`src/rtl/seq_cnt_pkg.sv`:
```
package seq_cnt_pkg;
  localparam int unsigned StateW  = 3;
  localparam int unsigned LoopLen = 4;

  typedef logic [StateW-1:0] code_t;

  localparam code_t CodeA = 3'b001;
  localparam code_t CodeB = 3'b010;
  localparam code_t CodeC = 3'b101;
  localparam code_t CodeD = 3'b111;

  localparam code_t LoopCodes [LoopLen] = '{CodeA, CodeB, CodeC, CodeD};
endpackage

```
`src/rtl/seq_cnt_next.sv`:
```
module seq_cnt_next
  import seq_cnt_pkg::*;
(
  input  code_t cur_i,
  output code_t nxt_o
);
  always_comb begin
    unique case (cur_i)
      CodeA:   nxt_o = CodeB;
      CodeB:   nxt_o = CodeC;
      CodeC:   nxt_o = CodeD;
      CodeD:   nxt_o = CodeA;
      default: nxt_o = CodeA; // unused codes re-enter the loop
    endcase
  end
endmodule

```
`src/rtl/seq_cnt_valid.sv`:
```
module seq_cnt_valid
  import seq_cnt_pkg::*;
(
  input  code_t state_i,
  output logic  valid_o
);
  logic [LoopLen-1:0] hit;

  for (genvar g = 0; g < LoopLen; g++) begin : g_match
    assign hit[g] = (state_i == LoopCodes[g]);
  end

  assign valid_o = |hit;
endmodule

```
`src/rtl/seq_cnt_reg.sv`:
```
module seq_cnt_reg
  import seq_cnt_pkg::*;
#(
  parameter code_t RESET_CODE = CodeA
) (
  input  logic  clk_i,
  input  logic  rst_ni,
  input  logic  clr_i,
  input  logic  en_i,
  input  code_t nxt_i,
  output code_t state_o
);
  code_t state_q;

  always_ff @(posedge clk_i or negedge rst_ni) begin
    if (!rst_ni)    state_q <= RESET_CODE;
    else if (clr_i) state_q <= CodeA;
    else if (en_i)  state_q <= nxt_i;
  end

  assign state_o = state_q;

  p_step_a_r2: assert property (@(posedge clk_i) disable iff (!rst_ni)
    (en_i && !clr_i && state_q == CodeA) |=> state_q == CodeB);
  p_step_b_r3: assert property (@(posedge clk_i) disable iff (!rst_ni)
    (en_i && !clr_i && state_q == CodeB) |=> state_q == CodeC);
  p_step_c_r4: assert property (@(posedge clk_i) disable iff (!rst_ni)
    (en_i && !clr_i && state_q == CodeC) |=> state_q == CodeD);
  p_step_d_r5: assert property (@(posedge clk_i) disable iff (!rst_ni)
    (en_i && !clr_i && state_q == CodeD) |=> state_q == CodeA);
  p_hold_r7: assert property (@(posedge clk_i) disable iff (!rst_ni)
    (!en_i && !clr_i) |=> $stable(state_q));
  p_clear_r9: assert property (@(posedge clk_i) disable iff (!rst_ni)
    clr_i |=> state_q == CodeA);
endmodule

```
`src/rtl/seq_cnt.sv`:
```
module seq_cnt
  import seq_cnt_pkg::*;
#(
  parameter code_t RESET_CODE = CodeA
) (
  input  logic       clk_i,
  input  logic       rst_ni,
  input  logic       clr_i,
  input  logic       en_i,
  output logic [2:0] state_o,
  output logic       valid_o
);
  code_t cur, nxt;

  seq_cnt_next u_next (
    .cur_i (cur),
    .nxt_o (nxt)
  );

  seq_cnt_reg #(.RESET_CODE(RESET_CODE)) u_reg (
    .clk_i   (clk_i),
    .rst_ni  (rst_ni),
    .clr_i   (clr_i),
    .en_i    (en_i),
    .nxt_i   (nxt),
    .state_o (cur)
  );

  seq_cnt_valid u_valid (
    .state_i (cur),
    .valid_o (valid_o)
  );

  assign state_o = cur;

  p_recover_r6: assert property (@(posedge clk_i) disable iff (!rst_ni)
    (en_i && !clr_i && !valid_o) |=> state_o == CodeA);
  p_stay_valid_r8: assert property (@(posedge clk_i) disable iff (!rst_ni)
    valid_o |=> valid_o);
endmodule

```
`config.mk`:
```
export PLATFORM = sky130hd
export DESIGN_NAME = seq_cnt
export DESIGN_NICKNAME = d
export VERILOG_FILES = /design/src/rtl/seq_cnt_pkg.sv /design/src/rtl/seq_cnt_next.sv /design/src/rtl/seq_cnt_valid.sv /design/src/rtl/seq_cnt_reg.sv /design/src/rtl/seq_cnt.sv
export SDC_FILE = /design/constraint.sdc
export NUM_CORES = 1
export LEC_CHECK = 0
export ABC_AREA = 1
export BUFFER_PORTS_ARGS = -buffer_cell sky130_fd_sc_hd__buf_2
export CELL_PAD_IN_SITES_DETAIL_PLACEMENT = 0
export CELL_PAD_IN_SITES_GLOBAL_PLACEMENT = 1
export CORE_AREA = 5 5 42 44
export DETAILED_ROUTE_END_ITERATION = 8
export DIE_AREA = 0 0 47 49
export PLACE_DENSITY = 0.5
export SLEW_MARGIN = 20
export SYNTH_ARGS = -nofsm -noshare
export SYNTH_HDL_FRONTEND = slang
export SYNTH_SLANG_ARGS = --single-unit
```
`constraint.sdc`:
```
create_clock -name clk_i -period 1.6 [get_ports clk_i]
set_clock_uncertainty 0.15 [all_clocks]
set_input_delay 0 -clock clk_i [delete_from_list [all_inputs] [get_ports clk_i]]
set_output_delay 0 -clock clk_i [all_outputs]
set_load 0.005 [all_outputs]
```
==> flow_metrics.env, run 1 <==
export IMPL_fin_crit_sh_pct=93.3
export IMPL_portBuffers=7
export IMPL_yosysUniqueCellTypes=9
export IMPL_required_ps=1620
export IMPL_synthTopCellsByArea="dfrtp_1 (29%), nand2_1 (22%), dfstp_2 (15%)"
export IMPL_max_clock_freq_ghz=0.670
export IMPL_regArea_sq_um=76.3
export IMPL_cts_tree="yes"
export IMPL_wire_per_inst_um=7.37
export IMPL_status="complete, no violations"
export IMPL_largest_reg_flops=3
export IMPL_antenna_found_initial=0
export IMPL_gr_total_overflow=0
export IMPL_tns_ps=0
export IMPL_io_pins=8
export IMPL_multi_input_area_sq_um=75.1
export IMPL_drive_gt1_share_pct=32.6
export IMPL_synth_seq_area_share_pct=43.9
export IMPL_fin_crit_ps=1490
export IMPL_yosysTopAreaCell="dfrtp_1"
export IMPL_drt_total_wl_um=435
export IMPL_path_delay_family="buffers and inverters"
export IMPL_num_vias=194
export IMPL_syn_instance_count=27
export IMPL_routabilityCongestion=0.597
export IMPL_dp_hpwl_um=337
export IMPL_cp_common_cell="dlygate4sd3_1"
export IMPL_synth_edff_count=0
export IMPL_yosysWarnings=0
export IMPL_relSlewSlack_pct=87.3
export IMPL_syn_area_per_cell_sq_um=6.44
export IMPL_tightest_slew_ps=190
export IMPL_cp_end_kind="flip-flop"
export IMPL_area_growth_syn_to_layout_pct=75.5
export IMPL_numCtsBuffers=3
export IMPL_fin_nets=48
export IMPL_slew_violations=0
export IMPL_yosys_register_bits=3
export IMPL_start_util_pct=12.4
export IMPL_avgViaCountPerCell=3.29
export IMPL_grt_start_max_net_pins=5
export IMPL_cts_htree_levels=1
export IMPL_path_max_fanout=2
export IMPL_die_area_sq_um=2300
export IMPL_grt_pass1_wl_um=683
export IMPL_worstHoldPathType="in -> async"
export IMPL_ctsLongestPathBuffers=2
export IMPL_die_y_um=49
export IMPL_ys_flop_type="dfrtp_1"
export IMPL_syn_area_sq_um=174
export IMPL_die_w_um=47
export IMPL_firstDrtPassIters=2
export IMPL_n_antenna_cell=0
export IMPL_finalHoldViolCount=0
export IMPL_p_leak_nw=0.172
export IMPL_rsz0062_at_grt="no"
export IMPL_power_total_w=0.000273
export IMPL_fill_cells=178
export IMPL_clk_latency_ps=230
export IMPL_crit_slowest_cell="dlygate4sd3_1"
export IMPL_rows=14
export IMPL_ys_async_sr_fraction_pct=100
export IMPL_cp_start_kind="primary input"
export IMPL_syn_nets=31
export IMPL_grt_use_total_pct=4.31
export IMPL_setup_viol=0
export IMPL_cts_sinks=3
export IMPL_worstSetupPathType="in -> reg"
export IMPL_cts_root_buf="clkbuf_4"
export IMPL_yosysMostFrequentCell="nand2_1"
export IMPL_cpPeakStageDelay_ps=580
export IMPL_clk_pin_slew_ps=40
export IMPL_drt_first_iter_violations=2
export IMPL_drtAntennaViolNets=0
export IMPL_fin_util_pct=21.8
export IMPL_max_cap_violations=0
export IMPL_synth_top_area_share_pct=28.8
export IMPL_core_area_sq_um=1400
export IMPL_path_cells="dlygate4sd3_1 > buf_2 > nor2_2 > dlygate4sd3_1 > nand3_1 > nand2_1"
export IMPL_irDropWorstVdd_uv=317
export IMPL_first_global_vias=190
export IMPL_crit_arrival_ps=1510
export IMPL_powerDensity_nw_per_um2=893
export IMPL_ys_top_cells_by_count="nand2_1 (10), inv_1 (5), nor2_1 (4), dfrtp_1 (2), nand3_1 (2)"
export IMPL_drc=0
export IMPL_cp_num_buf_inv=3
==> final cells by class <==
class                   count  share of cell area [%]
multi-input cells          18                    24.6
well taps                  16                    6.56
inverters                   6                    7.38
clock buffers               4                    8.61
flip-flops and latches      3                    25.0
repair buffers             12                    27.9
==> timing repair <==
item / 4_1_cts / 5_1_grt
setup buffers: 0 / 0
gates resized for setup: 0 / 0
hold endpoints to repair: 6 / 0
hold buffers: 5 / 0
==> metal layers <==
| layer | routed length, um | vias up | track usage [%] |
|---|---|---|---|
| li1 | - | 109 | - |
| met1 | 161 | 82 | 4.21 |
| met2 | 247 | 3 | 6.79 |
| met3 | 25 | 0 | 1.11 |
| met4 | 0 | 0 | 4.15 |
| met5 | 0 | - | 0 |
==> through the flow <==
step	setup WS [ps]	instances	cell area (sq um)	hold WS [ps]
2_1_floorplan	543	27	174	-446
3_3_place_gp	476	50	229	-352
3_5_place_dp	481	50	229	-352
4_1_cts	113	59	305	76.2
5_1_grt	64.7	59	305	93.5
6_report	108	59	305	86.1
==> final timing paths <==
| check | slack (ps) | cells past startpoint | start | to |
|---|---|---|---|---|
| max | 110 | 6 | clr_i | u_reg.state_o[2] |
| min | 90 | 2 | rst_ni | u_reg.state_o[0] |
| min reg2reg | 380 | 2 | u_reg.state_o[1] | u_reg.state_o[1] |
| max reg2reg | 490 | 5 | u_reg.state_o[0] | u_reg.state_o[2] |
| max in group asynchronous | 690 | 3 | rst_ni | u_reg.state_o[2] |
| min in group clk_i | 380 | 2 | u_reg.state_o[1] | u_reg.state_o[1] |
==> layout by cell type (no fill, tap or decap) <==
| cell type | netlist | final |
|---|---|---|
| nand2_1 | 10 | 10 |
| buf_2 | 0 | 7 |
| inv_1 | 5 | 5 |
| dlygate4sd3_1 | 0 | 5 |
| nor2_1 | 4 | 4 |
| clkbuf_4 | 0 | 3 |
| nand3_1 | 2 | 2 |
| dfrtp_1 | 2 | 2 |
| nand2_2 | 1 | 1 |
| inv_2 | 1 | 1 |
| nor2_2 | 1 | 1 |
| clkbuf_1 | 0 | 1 |
| dfstp_2 | 1 | 1 |
==> power by group <==
part / switching [W] / leakage, nW / internal [W]
registers: 0.00000605 / 0.0376 / 0.0000840
clock network: 0.0000369 / 0.0150 / 0.0000933
logic: 0.0000258 / 0.119 / 0.0000265
==> kinds of logic (layout without fill, tap and decap cells) <==
kind of cell,count (synthesis),in the layout,synth area share (%)
flip-flops,3,3,43.9
AND/OR/NAND/NOR,18,18,43.2
buffers and inverters,6,22,12.9
Power figures use the tool's default switching activity.
==> run 2: changes to the inputs <==
ABC_AREA = default   (was 1)
MAX_ROUTING_LAYER = met4   (was default)
PLACE_DENSITY = 0.46   (was 0.5)
==> run 2 against run 1 <==
Effect of this change:
- routed wire length up 0.92%
- sequential share of layout area increased by 2.0 points
- global-route usage grew 0.54 points
- critical path type is now reg -> out
- cell area down 7.4%
- critical endpoint is now valid_o
==> flow_metrics.env, run 2 <==
export IMPL_finalHoldViolCount=0
export IMPL_reg2regPathDepth=3
export IMPL_cp_num_buf_inv=1
export IMPL_cp_start_kind="flip-flop"
export IMPL_die_area_sq_um=2300
export IMPL_yosys_register_bits=3
export IMPL_numCtsBuffers=3
export IMPL_p_leak_nw=0.129
export IMPL_firstDrtPassIters=4
export IMPL_grt_pass1_wl_um=696
export IMPL_tns_ps=0
export IMPL_cpPeakStageDelay_ps=410
export IMPL_status="complete, no violations"
export IMPL_drtAntennaViolNets=0
export IMPL_largest_reg_flops=3
export IMPL_fin_area_sq_um=283
export IMPL_rows=14
export IMPL_drt_total_wl_um=439
export IMPL_r2r_end="u_reg.state_o[0]"
export IMPL_first_global_vias=180
export IMPL_ys_flop_type="dfrtp_1"
export IMPL_dp_hpwl_um=322
export IMPL_rsz0062_at_grt="no"
export IMPL_crit_slowest_cell="dfrtp_1"
export IMPL_path_max_fanout=4
export IMPL_portBuffers=7
export IMPL_relSlewSlack_pct=86.5
export IMPL_clk_pin_slew_ps=40
export IMPL_synth_top_area_share_pct=31.0
export IMPL_max_cap_violations=0
export IMPL_setup_viol=0
export IMPL_fin_nets=36
export IMPL_powerDensity_nw_per_um2=956
export IMPL_tightest_slew_ps=202
export IMPL_slew_violations=0
export IMPL_synth_edff_count=0
export IMPL_fin_util_pct=20.2
export IMPL_ys_async_sr_fraction_pct=100
export IMPL_antenna_found_initial=0
export IMPL_dp_cells=39
export IMPL_syn_area_per_cell_sq_um=10.1
export IMPL_path_delay_family="flip-flops"
export IMPL_syn_instance_count=16
export IMPL_synth_seq_area_share_pct=47.3
export IMPL_io_pins=8
export IMPL_syn_nets=20
export IMPL_routabilityCongestion=0.705
export IMPL_drc=0
export IMPL_r2r_setup_slack_ps=380
export IMPL_grt_use_total_pct=4.85
export IMPL_cts_root_buf="clkbuf_4"
export IMPL_drive_gt1_share_pct=41.9
export IMPL_multi_input_area_sq_um=77.6
export IMPL_fill_cells=162
export IMPL_die_w_um=47
export IMPL_cts_sinks=3
export IMPL_synthTopCellsByArea="dfrtp_1 (31%), dfstp_2 (16%), nor4b_2 (9.3%)"
export IMPL_startpoint="u_reg.state_o[2]"
export IMPL_place_area_sq_um=216
export IMPL_core_area_sq_um=1400
export IMPL_required_ps=1450
export IMPL_max_clock_freq_ghz=0.793
export IMPL_syn_area_sq_um=161
export IMPL_fin_crit_sh_pct=78.8
export IMPL_avgViaCountPerCell=3.70
export IMPL_ctsLongestPathBuffers=2
export IMPL_cts_htree_levels=1
export IMPL_stdcell_count=47
export IMPL_n_antenna_cell=0
export IMPL_yosysTopAreaCell="dfrtp_1"
export IMPL_regArea_sq_um=76.3
export IMPL_worstSetupPathType="reg -> out"
export IMPL_crit_arrival_ps=1110
export IMPL_drt_first_iter_violations=5
export IMPL_cp_end_kind="primary output"
export IMPL_num_vias=174
export IMPL_start_util_pct=11.5
export IMPL_yosysWarnings=0
export IMPL_final_cell_mix="buf_2 (7), dlygate4sd3_1 (4), clkbuf_4 (3), nand2b_1 (2), dfrtp_1 (2)"
export IMPL_r2r_start="u_reg.state_o[0]"
export IMPL_path_cells="nand2b_1 > xnor2_1 > buf_2"
export IMPL_final_common_cell="buf_2"
export IMPL_yosysUniqueCellTypes=14
export IMPL_worst_path_stages=3
export IMPL_post_cts_resized=0
export IMPL_grt_start_max_net_pins=7
export IMPL_irDropWorstVdd_uv=329
export IMPL_gr_total_overflow=0
export IMPL_fin_crit_ps=1260
export IMPL_die_y_um=49
export IMPL_clk_latency_ps=230
export IMPL_ys_top_cells_by_count="dfrtp_1 (2), nand2b_1 (2)"
export IMPL_area_growth_syn_to_layout_pct=75.2
export IMPL_wire_per_inst_um=9.34
export IMPL_worstHoldPathType="in -> async"
export IMPL_cts_tree="yes"
==> run 2: worst max path at each step <==
stage                                   to  slack, ps
after global placement    u_reg.state_o[0]        430
after CTS                          valid_o        330
after global routing               valid_o        280
after detailed placement  u_reg.state_o[0]        380
after floorplan           u_reg.state_o[0]        440
final                              valid_o        340
==> run 2: cells by family after synthesis <==
family          share of synthesized area (%)
simple gates                             27.1
xor+xnor                                 5.43
compound gates                           15.5
buf+inv                                  4.65
flops                                    47.3
==> run 2: power by group <==
group	total, W	internal (W)	switching [W]	leakage (nW)
registers	0.0000907	0.0000828	0.00000797	0.0376
logic	0.0000442	0.0000257	0.0000185	0.0765
clock network	0.000135	0.0000936	0.0000418	0.0150
total	0.000270	0.000202	0.0000682	0.129
==> run 2: stage by stage <==
step,hold slack (ps),power (W),setup WS [ps]
after floorplan,-446,0.000109,440
after global placement,-355,0.000126,431
after detailed placement,-352,0.000129,378
after CTS,79.1,0.000279,334
after global routing,137,0.000289,276
final,93.9,0.000270,340
==> run 2: worst reg2reg max path, delay by kind of cell, from the launching register on <==
family	cells	cell delay (ps)
buffers and inverters	1	60
AND/OR/NAND/NOR	1	270
flip-flops	1	580
AO/OA/AOI/OAI	1	90
==> run 2: repair_timing <==
item | in CTS | in global routing
hold buffers | 4 | 0
setup endpoints to repair | 0 | 0
endpoints found under the hold margin | 6 | 0
buffers inserted | 0 | 0
==> run 2: cell type report <==
cell class	instances	share of cell area, %
well taps	16	7.08
repair buffers	11	26.5
inverters	2	2.65
clock buffers	4	9.29
flip-flops and latches	3	27.0
multi-input cells	11	27.4
==> run 2: per-layer routing <==
| metal | track usage (%) | vias up | part of all wire [%] |
|---|---|---|---|
| li1 | - | 88 | - |
| met1 | 5.99 | 72 | 46 |
| met2 | 4.98 | 12 | 34 |
| met3 | 1.11 | 2 | 15 |
| met4 | 6.91 | 0 | 3.9 |
| met5 | - | - | 0 |
